### src/rtl/sar_seq_pkg.sv
package sar_seq_pkg;
  typedef enum logic [1:0] {
    ST_IDLE = 2'd0,
    ST_WAIT = 2'd1,
    ST_CONV = 2'd2,
    ST_FIN  = 2'd3
  } state_e;
endpackage

### src/rtl/sar_tick_gen.sv
module sar_tick_gen #(
  parameter int DIV_SEL_W = 3,
  parameter int MAX_SEL   = 5
) (
  input  logic                 clk_i,
  input  logic                 rst_ni,
  input  logic                 en_i,
  input  logic                 rc_mode_i,
  input  logic [DIV_SEL_W-1:0] div_sel_i,
  input  logic                 rc_tick_i,
  output logic                 tick_o
);
  localparam int CNT_W = MAX_SEL + 1;

  logic [DIV_SEL_W-1:0] sel_eff;
  logic [CNT_W:0]       div_len;
  logic [CNT_W-1:0]     last_cnt, cnt_q;
  logic                 div_tick;

  always_comb begin
    sel_eff  = (div_sel_i > DIV_SEL_W'(MAX_SEL)) ? DIV_SEL_W'(MAX_SEL) : div_sel_i;
    div_len  = (CNT_W+1)'(1) << (sel_eff + 1'b1);
    last_cnt = CNT_W'(div_len - 1'b1);
    div_tick = (cnt_q == last_cnt);
    tick_o   = en_i & (rc_mode_i ? rc_tick_i : div_tick);
  end

  always_ff @(posedge clk_i or negedge rst_ni) begin
    if (!rst_ni)                cnt_q <= '0;
    else if (!en_i || div_tick) cnt_q <= '0;
    else                        cnt_q <= cnt_q + 1'b1;
  end

  // divide ratio is at least 2: divided ticks never come back to back
  assert_div_spacing_R3: assert property (@(posedge clk_i) disable iff (!rst_ni)
    (tick_o && !rc_mode_i) |=> !tick_o);
endmodule

### src/rtl/sar_reg.sv
module sar_reg #(
  parameter int W = 12
) (
  input  logic         clk_i,
  input  logic         rst_ni,
  input  logic         start_i,
  input  logic         tick_i,
  input  logic         comp_i,
  output logic [W-1:0] code_o,
  output logic [W-1:0] next_code_o,
  output logic         last_o
);
  localparam int SW = $clog2(W + 1);

  logic [SW-1:0] step_q;
  logic [W-1:0]  code_q;

  // step 0 seeds the MSB; step s decides bit W-s and seeds bit W-1-s
  always_comb begin
    next_code_o = code_q;
    for (int b = 0; b < W; b++) begin
      if (b == W - int'(step_q))          next_code_o[b] = comp_i;
      else if (b == W - 1 - int'(step_q)) next_code_o[b] = 1'b1;
    end
    last_o = tick_i && (step_q == SW'(W));
  end

  always_ff @(posedge clk_i or negedge rst_ni) begin
    if (!rst_ni) begin
      step_q <= '0;
      code_q <= '0;
    end else if (start_i) begin
      step_q <= '0;
      code_q <= '0;
    end else if (tick_i) begin
      step_q <= step_q + 1'b1;
      code_q <= next_code_o;
    end
  end

  assign code_o = code_q;

  // the first period must present only the MSB trial
  assert_msb_first_R5: assert property (@(posedge clk_i) disable iff (!rst_ni)
    (tick_i && step_q == '0 && !start_i) |=> (code_o == {1'b1, {(W-1){1'b0}}}));
endmodule

### src/rtl/sar_seq.sv
module sar_seq
  import sar_seq_pkg::*;
#(
  parameter int W          = 12,
  parameter int DIV_SEL_W  = 3,
  parameter int MAX_SEL    = 5,
  parameter int INSTR_CLKS = 4
) (
  input  logic                 clk_i,
  input  logic                 rst_ni,
  input  logic                 go_i,
  input  logic                 done_clr_i,
  input  logic                 clk_sel_i,
  input  logic [DIV_SEL_W-1:0] div_sel_i,
  input  logic                 rc_tick_i,
  input  logic                 comp_i,
  output logic [W-1:0]         dac_code_o,
  output logic                 sample_o,
  output logic [W-1:0]         result_o,
  output logic                 busy_o,
  output logic                 done_o
);
  localparam int WC_W = (INSTR_CLKS > 1) ? $clog2(INSTR_CLKS) : 1;

  state_e               state_q;
  logic [WC_W-1:0]      wcnt_q;
  logic                 mode_q;
  logic [DIV_SEL_W-1:0] sel_q;
  logic [W-1:0]         result_q, next_code;
  logic                 done_q, start, tick, last;

  assign start = (state_q == ST_IDLE) && go_i;

  sar_tick_gen #(.DIV_SEL_W(DIV_SEL_W), .MAX_SEL(MAX_SEL)) u_tick (
    .clk_i, .rst_ni,
    .en_i      (state_q == ST_CONV),
    .rc_mode_i (mode_q),
    .div_sel_i (sel_q),
    .rc_tick_i,
    .tick_o    (tick)
  );

  sar_reg #(.W(W)) u_sar (
    .clk_i, .rst_ni,
    .start_i     (start),
    .tick_i      (tick),
    .comp_i,
    .code_o      (dac_code_o),
    .next_code_o (next_code),
    .last_o      (last)
  );

  always_ff @(posedge clk_i or negedge rst_ni) begin
    if (!rst_ni) begin
      state_q  <= ST_IDLE;
      wcnt_q   <= '0;
      mode_q   <= 1'b0;
      sel_q    <= '0;
      result_q <= '0;
    end else begin
      unique case (state_q)
        ST_IDLE: if (go_i) begin
          mode_q  <= clk_sel_i;
          sel_q   <= div_sel_i;
          wcnt_q  <= '0;
          state_q <= clk_sel_i ? ST_WAIT : ST_CONV;
        end
        ST_WAIT: begin
          if (wcnt_q == WC_W'(INSTR_CLKS - 1)) state_q <= ST_CONV;
          else                                  wcnt_q  <= wcnt_q + 1'b1;
        end
        ST_CONV: if (last) begin
          result_q <= next_code;
          state_q  <= ST_FIN;
        end
        ST_FIN: state_q <= ST_IDLE;
        default: state_q <= ST_IDLE;
      endcase
    end
  end

  // completion wins over a simultaneous clear
  always_ff @(posedge clk_i or negedge rst_ni) begin
    if (!rst_ni)         done_q <= 1'b0;
    else if (last)       done_q <= 1'b1;
    else if (done_clr_i) done_q <= 1'b0;
  end

  assign busy_o   = (state_q == ST_WAIT) || (state_q == ST_CONV);
  assign sample_o = (state_q == ST_IDLE);
  assign result_o = result_q;
  assign done_o   = done_q;

  assert_result_hold_R6: assert property (@(posedge clk_i) disable iff (!rst_ni)
    (busy_o && $past(busy_o)) |-> $stable(result_o));
  assert_switch_open_R2: assert property (@(posedge clk_i) disable iff (!rst_ni)
    busy_o |-> !sample_o);
  assert_done_sticky_R10: assert property (@(posedge clk_i) disable iff (!rst_ni)
    (done_o && !done_clr_i) |=> done_o);
  assert_resample_R8: assert property (@(posedge clk_i) disable iff (!rst_ni)
    $fell(busy_o) |=> sample_o);
  assert_done_on_fall_R7: assert property (@(posedge clk_i) disable iff (!rst_ni)
    $fell(busy_o) |-> done_o);
endmodule

### config.mk
export PLATFORM = sky130hd
export DESIGN_NAME = sar_seq
export DESIGN_NICKNAME = d
export VERILOG_FILES = /design/src/rtl/sar_seq_pkg.sv /design/src/rtl/sar_tick_gen.sv /design/src/rtl/sar_reg.sv /design/src/rtl/sar_seq.sv
export SDC_FILE = /design/constraint.sdc
export NUM_CORES = 1
export LEC_CHECK = 0
export BUFFER_PORTS_ARGS = -buffer_cell sky130_fd_sc_hd__buf_2
export CAP_MARGIN = 10
export CORE_MARGIN = 2
export CORE_UTILIZATION = 35
export DETAILED_ROUTE_END_ITERATION = 16
export PLACE_DENSITY = 0.63
export SKIP_LAST_GASP = 1
export SYNTH_ARGS = -nofsm -noshare
export SYNTH_HDL_FRONTEND = slang
export SYNTH_SLANG_ARGS = --single-unit
### constraint.sdc
create_clock -name clk_i -period 6 [get_ports clk_i]
set_input_delay 0.6 -clock clk_i [delete_from_list [all_inputs] [get_ports clk_i]]
set_output_delay 0.6 -clock clk_i [all_outputs]
set_load 0.05 [all_outputs]
# Word-level counts from Yosys, hierarchy flattened
# Index checks and enable logic that the tools add are counted.
# W data, S select, Z words.
dict set report totals {
  reg_bits 43
  elab_cells 107
  in_bits 10
  out_inout_bits 27
}
dict set report classes {
  order_cmp 1
  n_bitwise 1
  n_eq_ne 32
  n_addsub 7
  n_shift 1
  n_mux 41
  reduce_logical 15
}
# cell count
set ops {}
lappend ops {{$eq A4 B32 Y1 const A} 8}
lappend ops {{$eq A5 B32 Y1 const A} 8}
lappend ops {{$eq A3 B32 Y1 const A} 4}
lappend ops {{$eq A2 B32 Y1 const A} 2}
lappend ops {{$logic_not A32 Y1} 2}
lappend ops {{$mux W1} 27}
lappend ops {{$mux W12} 2}
lappend ops {{$mux W2} 6}
lappend ops {{$sub A4 B4 Y5 const A} 2}
lappend ops {{$mux W4} 2}
lappend ops {{$ne A2 B2 Y1 const B} 4}
lappend ops {{$pmux W2 S4} 1}
lappend ops {{$add A6 B1 Y6 const B} 1}
lappend ops {{$eq A2 B2 Y1 const B} 3}
lappend ops {{$eq A6 B6 Y1} 1}
lappend ops {{$mux W6} 1}
lappend ops {{$reduce_and A3 Y1} 2}
lappend ops {{$reduce_bool A2 Y1} 3}
lappend ops {{$shl A1 B3 Y6 const A} 1}
lappend ops {{$sub A6 B1 Y6 const B} 1}
lappend ops {{$add A4 B1 Y4 const B} 1}
lappend ops {{$eq A4 B4 Y1 const B} 1}
lappend ops {{$pmux W2 S2} 1}
lappend ops {{$reduce_and A2 Y1} 2}
lappend ops {{other kinds (10)} 12}

# Longest topological paths before layout
dict set report depth {
  word_depth 11
  ltp_mapped 9
}

# By module
# Synthesis repeated with hierarchy kept, for this count alone.
dict set report hier_totals {
  cells_unflattened 266
  area_unflattened_um2 2860.2
}
# module cells_per_inst instances area_each_um2 seq_area_each_um2
set by_module_without_submodules {}
lappend by_module_without_submodules {sar_reg 146 1 1371.3 400.4}
lappend by_module_without_submodules {sar_seq 68 1 997.2 525.5}
lappend by_module_without_submodules {sar_tick_gen 52 1 491.7 150.1}

# Worst setup path before layout
# Ideal clock, no wire load.
dict set report synth_timing {
  path_type {reg2reg}
  start {register sel_q[2]}
  end {register u_sar.code_q[10], in the netlist u_sar.code_o[10]}
  required_time_ns 5.921
  slack_ns 3.133
  path_buffers 1
  synth_period_minus_slack_ns 2.867
  t_arrival_ns 2.787
  stages_incl_launch_ff 10
  path_cell_list {dfrtp_1 inv_1 and3_2 ha_1 or4_4 a211o_1 a211o_1 o22ai_4 buf_12 mux2i_1}
}
dict set report synth_between {
  elab_chain_cells 9
}
# item line
set synth_lines {}
lappend synth_lines {{start, declared} sar_seq.sv:28} ;# logic [DIV_SEL_W-1:0] sel_q;
lappend synth_lines {{start signal, assigned} sar_seq.sv:64} ;# sel_q <= div_sel_i;
lappend synth_lines {{$gt A3 B3 Y1} sar_tick_gen.sv:21} ;# sel_eff = (div_sel_i > DIV_SEL_W'(MAX_SEL)) ? DIV_SEL_W'(MAX_SEL) : div_sel_i;
lappend synth_lines {{$mux W3 *} sar_tick_gen.sv:21}
lappend synth_lines {{$add A3 B1 Y3 *} sar_tick_gen.sv:22} ;# div_len = (CNT_W+1)'(1) << (sel_eff + 1'b1);
lappend synth_lines {{$shl A1 B3 Y6 *} sar_tick_gen.sv:22}
lappend synth_lines {{$sub A6 B1 Y6 *} sar_tick_gen.sv:23} ;# last_cnt = CNT_W'(div_len - 1'b1);
lappend synth_lines {{$eq A6 B6 Y1 *} sar_tick_gen.sv:24} ;# div_tick = (cnt_q == last_cnt);
lappend synth_lines {{$mux W1 *} sar_tick_gen.sv:25} ;# tick_o = en_i & (rc_mode_i ? rc_tick_i : div_tick);
lappend synth_lines {{$and A1 B1 Y1 *} sar_tick_gen.sv:25}
lappend synth_lines {{$reduce_bool A2 Y1 (no source line) *} -}
lappend synth_lines {{end signal, assigned} sar_reg.sv:37} ;# code_q <= next_code_o;
lappend synth_lines {{end, declared} sar_reg.sv:16} ;# logic [W-1:0] code_q;
# Mark *: on every way between the ends. The rest lies on a longest branch, timed or not.
# A chain may end at the register's enable or synchronous reset.

# Worst setup path in the final report
dict set report layout_timing {
  start {register sel_q[2]}
  end {register result_q[5], in the netlist result_o[5]}
}
dict set report layout_between {
  elab_chain_cells 10
}
# item line
set layout_lines {}
lappend layout_lines {{$gt A3 B3 Y1} sar_tick_gen.sv:21}
lappend layout_lines {{$mux W3 *} sar_tick_gen.sv:21}
lappend layout_lines {{$add A3 B1 Y3 *} sar_tick_gen.sv:22}
lappend layout_lines {{$shl A1 B3 Y6 *} sar_tick_gen.sv:22}
lappend layout_lines {{$sub A6 B1 Y6 *} sar_tick_gen.sv:23}
lappend layout_lines {{$eq A6 B6 Y1 *} sar_tick_gen.sv:24}
lappend layout_lines {{$mux W1 *} sar_tick_gen.sv:25}
lappend layout_lines {{$and A1 B1 Y1 *} sar_tick_gen.sv:25}
lappend layout_lines {{$logic_and A1 B1 Y1 *} sar_reg.sv:25} ;# last_o = tick_i && (step_q == SW'(W));
lappend layout_lines {{$reduce_and A2 Y1 (no source line) *} -}
lappend layout_lines {{end signal, assigned} sar_seq.sv:73} ;# result_q <= next_code;
lappend layout_lines {{end, declared} sar_seq.sv:29} ;# logic [W-1:0] result_q, next_code;
# Marks and branches as above.

==> out/summary.json <==
{
  "groute.usage.overall_pct": 16.20,
  "period_needed_ns": 3.304,
  "max_slew_violation_total_from_the_final_report": 0,
  "worst_clock_skew_ns": 0.008173,
  "finish.net_count": 369,
  "synth_seq_cells": 43,
  "post_cts.resized_instances": 0,
  "detailed_place_hpwl_mm": 4.962,
  "critical_path_max_stage_delay_ns": 0.60,
  "async_reset_ff_share_pct": 100.0,
  "netlist.top_cell.by_area": "dfrtp_1",
  "layout_setup_ws_ns": 2.696,
  "tritoncts": "built",
  "ant_nets": 0,
  "r2r_slack_ns": 2.70,
  "route.final.wire_length_mm": 7.032,
  "grt_first_pass_wirelength_mm": 11.51,
  "vdd.ir_drop.worst_uv": 168.4,
  "post_synth_mux_area_share_pct": 6.402,
  "synth_fa_ha_area_share_pct": 5.226,
  "path_class": "reg2reg",
  "routed_via_density": 5.461,
  "globalplace.congestion": 0.8692,
  "vias": 2474,
  "worstPathArrival_ns": 3.42,
  "dominantRegCellSynth": "dfrtp_1",
  "synth_area_leaders": "dfrtp_1 (37%), nand2_1 (6.5%), nand3_1 (6.1%)",
  "power_per_cell_area_mw_per_mm2": 540.2,
  "syn2layout_area_growth_pct": 11.72,
  "cts_sinks": 43,
  "fillCellCount": 858,
  "gr-total-overflow": 0,
  "initialDrtViolationCount": 197,
  "layout_worst_path_cycle_share_pct": 55.06,
  "post_route_cells_drive_above_1_share_pct": 17.53,
  "timing.critical_path.slowest_stage_cell": "nor4_4",
  "holdCritPathClass": "in2async",
  "worstMarginPinSlew_ns": 1.009,
  "via_count_of_the_first_global_routing_pass": 2300,
  "yosys.area_share.xor_xnor_pct": 2.003,
  "synth.cell_area_mm2": 0.002873,
  "setup-tns-final_ns": 0,
  "critical_path.top_delay_family": "simple AND/OR/NAND/NOR gates",
  "grt_setup_unrepaired": "no",
  "drt_drc_violations_left": 0,
  "start_util_pct": 35.50,
  "grt_max_degree": 44,
  "area_fraction_in_compound_gates_after_synthesis_pct": 19.16,
  "power_leakage_nw": 1.376,
  "ctsHoldBuffers": 0,
  "cp.required_ns": 6.12,
  "yosys.area_share.simple_pct": 24.87,
  "cts_post_setup_buffers_inserted": 0,
  "dp_worst_setup_slack_ns": 2.734,
  "final_setup_fails": 0,
  "synthesized_nets": 345,
  "core-area_mm2": 0.008093,
  "fmaxAchievable_mhz": 302.7,
  "wl_per_cell_um": 15.52,
  "die_area_mm2": 0.008948,
  "cts_max_level": 2,
  "worst_setup_hold_path_clk_slew_ns": 0.09,
  "syn-mean-instance-area_um2": 8.894,
  "cells_after_synth": 323,
  "synth_edf_count": 0,
  "port_buffers": 36,
  "timing.max_slew.rel_slack_pct": 32.70,
  "critical_path_cell_sequence": "inv_1 -> and3_2 -> ha_1 -> or4_4 -> a211o_1 -> a21o_2 -> nor4_4 -> o22ai_1",
  "clock_tree.root_cell": "clkbuf_8",
  "first_pass_iters": 4,
  "insertedDiodeCount": 0,
  "total_cts_buffers": 5,
  "synth_top_family_by_area": "simple AND/OR/NAND/NOR gates",
  "status": "complete, no violations",
  "critPathMaxFanout": 12,
  "synth_top_cells_by_count": "nand2_1 (50), dfrtp_1 (43), nand3_1 (35), clkbuf_1 (16), nor2_1 (16)",
  "fp-row-count": 33,
  "chipWidth_um": 94.60,
  "synthMostInstantiatedCell": "nand2_1",
  "worstPathBufferInverterCount": 1,
  "synthDistinctLibCells": 57,
  "max_cap_viols": 0,
  "synth-seq-area-share_pct": 37.46,
  "grt_antenna_before_repair": 0,
  "final_hold_viol_count": 0,
  "synthDominantCellAreaShare_pct": 37.46,
  "cts_buffer_depth": 2,
  "worstSetupEndpointType": "flip-flop",
  "die-height_um": 94.60,
  "yosysWarningCount": 0,
  "clock_latency_ns": 0.30,
  "startpoint_type": "flip-flop",
  "io_pins": 37
}
==> placed cells by master, fill, tap and decap left out, drive strengths merged, types with 2 or more instances in the layout <==
cell type,n
a211o,3
a211oi,4
a21o,3
a21oi,8
a221o,7
a221oi,3
a22o,2
and3,3
buf,37
clkbuf,5
clkinv,3
dfrtp,43
ha,12
inv,11
mux2,3
mux2i,15
nand2,50
nand3,36
nand3b,4
nand4,2
nor2,16
nor2b,11
nor3,3
nor4,3
nor4bb,2
o2111ai,3
o211ai,2
o21a,2
o21ai,13
o21ba,2
o22ai,14
o31ai,3
or2,2
or3,2
xnor2,2
xor2,2
==> per-stage QoR <==
step | total power [mW] | hold slack (ns) | util, % | instance area, um^2 | cells
detailed placement | 1.502 | 0.4907 | 38.27 | 3097 | 445
global route | 1.866 | 0.4881 | 39.66 | 3209 | 453
global placement | 1.482 | 0.4868 | 38.27 | 3097 | 445
finish | 1.734 | 0.4568 | 39.66 | 3209 | 453
CTS | 1.740 | 0.4830 | 39.66 | 3209 | 453
floorplan | 1.284 | 0.3044 | - | 2873 | 323
==> area by class of cell <==
type | count | area [um^2] | area share, %
multi-input cells | 248 | 1657 | 51.62
flip-flops and latches | 43 | 1076 | 33.53
repair buffers | 37 | 187.7 | 5.848
well taps | 105 | 131.4 | 4.094
clock buffers | 5 | 68.82 | 2.144
inverters | 12 | 45.04 | 1.404
clock inverters | 3 | 43.79 | 1.365
==> sequential cells by signal, summed over array words and instances (netlist names) <==
register and flops:
sel_q 3, result_o 12, state_q 2, u_sar.step_q 4, wcnt_q 2, mode_q 1, u_tick.cnt_q 6, u_sar.code_o 12
done_o 1
==> worst paths after layout <==
path	to	cells past startpoint	start
worst min register to register	u_tick.cnt_q[0]	1	u_tick.cnt_q[0]
worst min-delay path	sel_q[0]	1	rst_ni
worst max-delay path	result_o[5]	8	sel_q[2]
max in group asynchronous	u_sar.code_o[6]	1	rst_ni
min in group clk_i	done_o	2	done_clr_i
worst max register to register	result_o[5]	8	sel_q[2]
==> power breakdown <==
group / internal, mW / switching, mW
Combinational: 0.341 / 0.676
Clock: 0.124 / 0.108
Sequential: 0.372 / 0.112
==> cell families after synthesis <==
kind of cell / after synthesis
adders and majority gates: 12
xor gates and xnor gates: 5
AOI/OAI and AO/OA: 74
buffers and inverters: 32
muxes: 18
DFF: 43
and+or+nand+nor: 139
==> routing by layer <==
metal / global-route usage, % / part of all wire [%] / vias up
met1: 23.28 / 50 / 1180
li1: - / - / 1235
met5: 0 / 0 / -
met3: 2.873 / 3.4 / 5
met2: 25.24 / 46 / 54
met4: 4.106 / 1.0 / 0
Note: power is estimated with default switching activity, not from simulation.
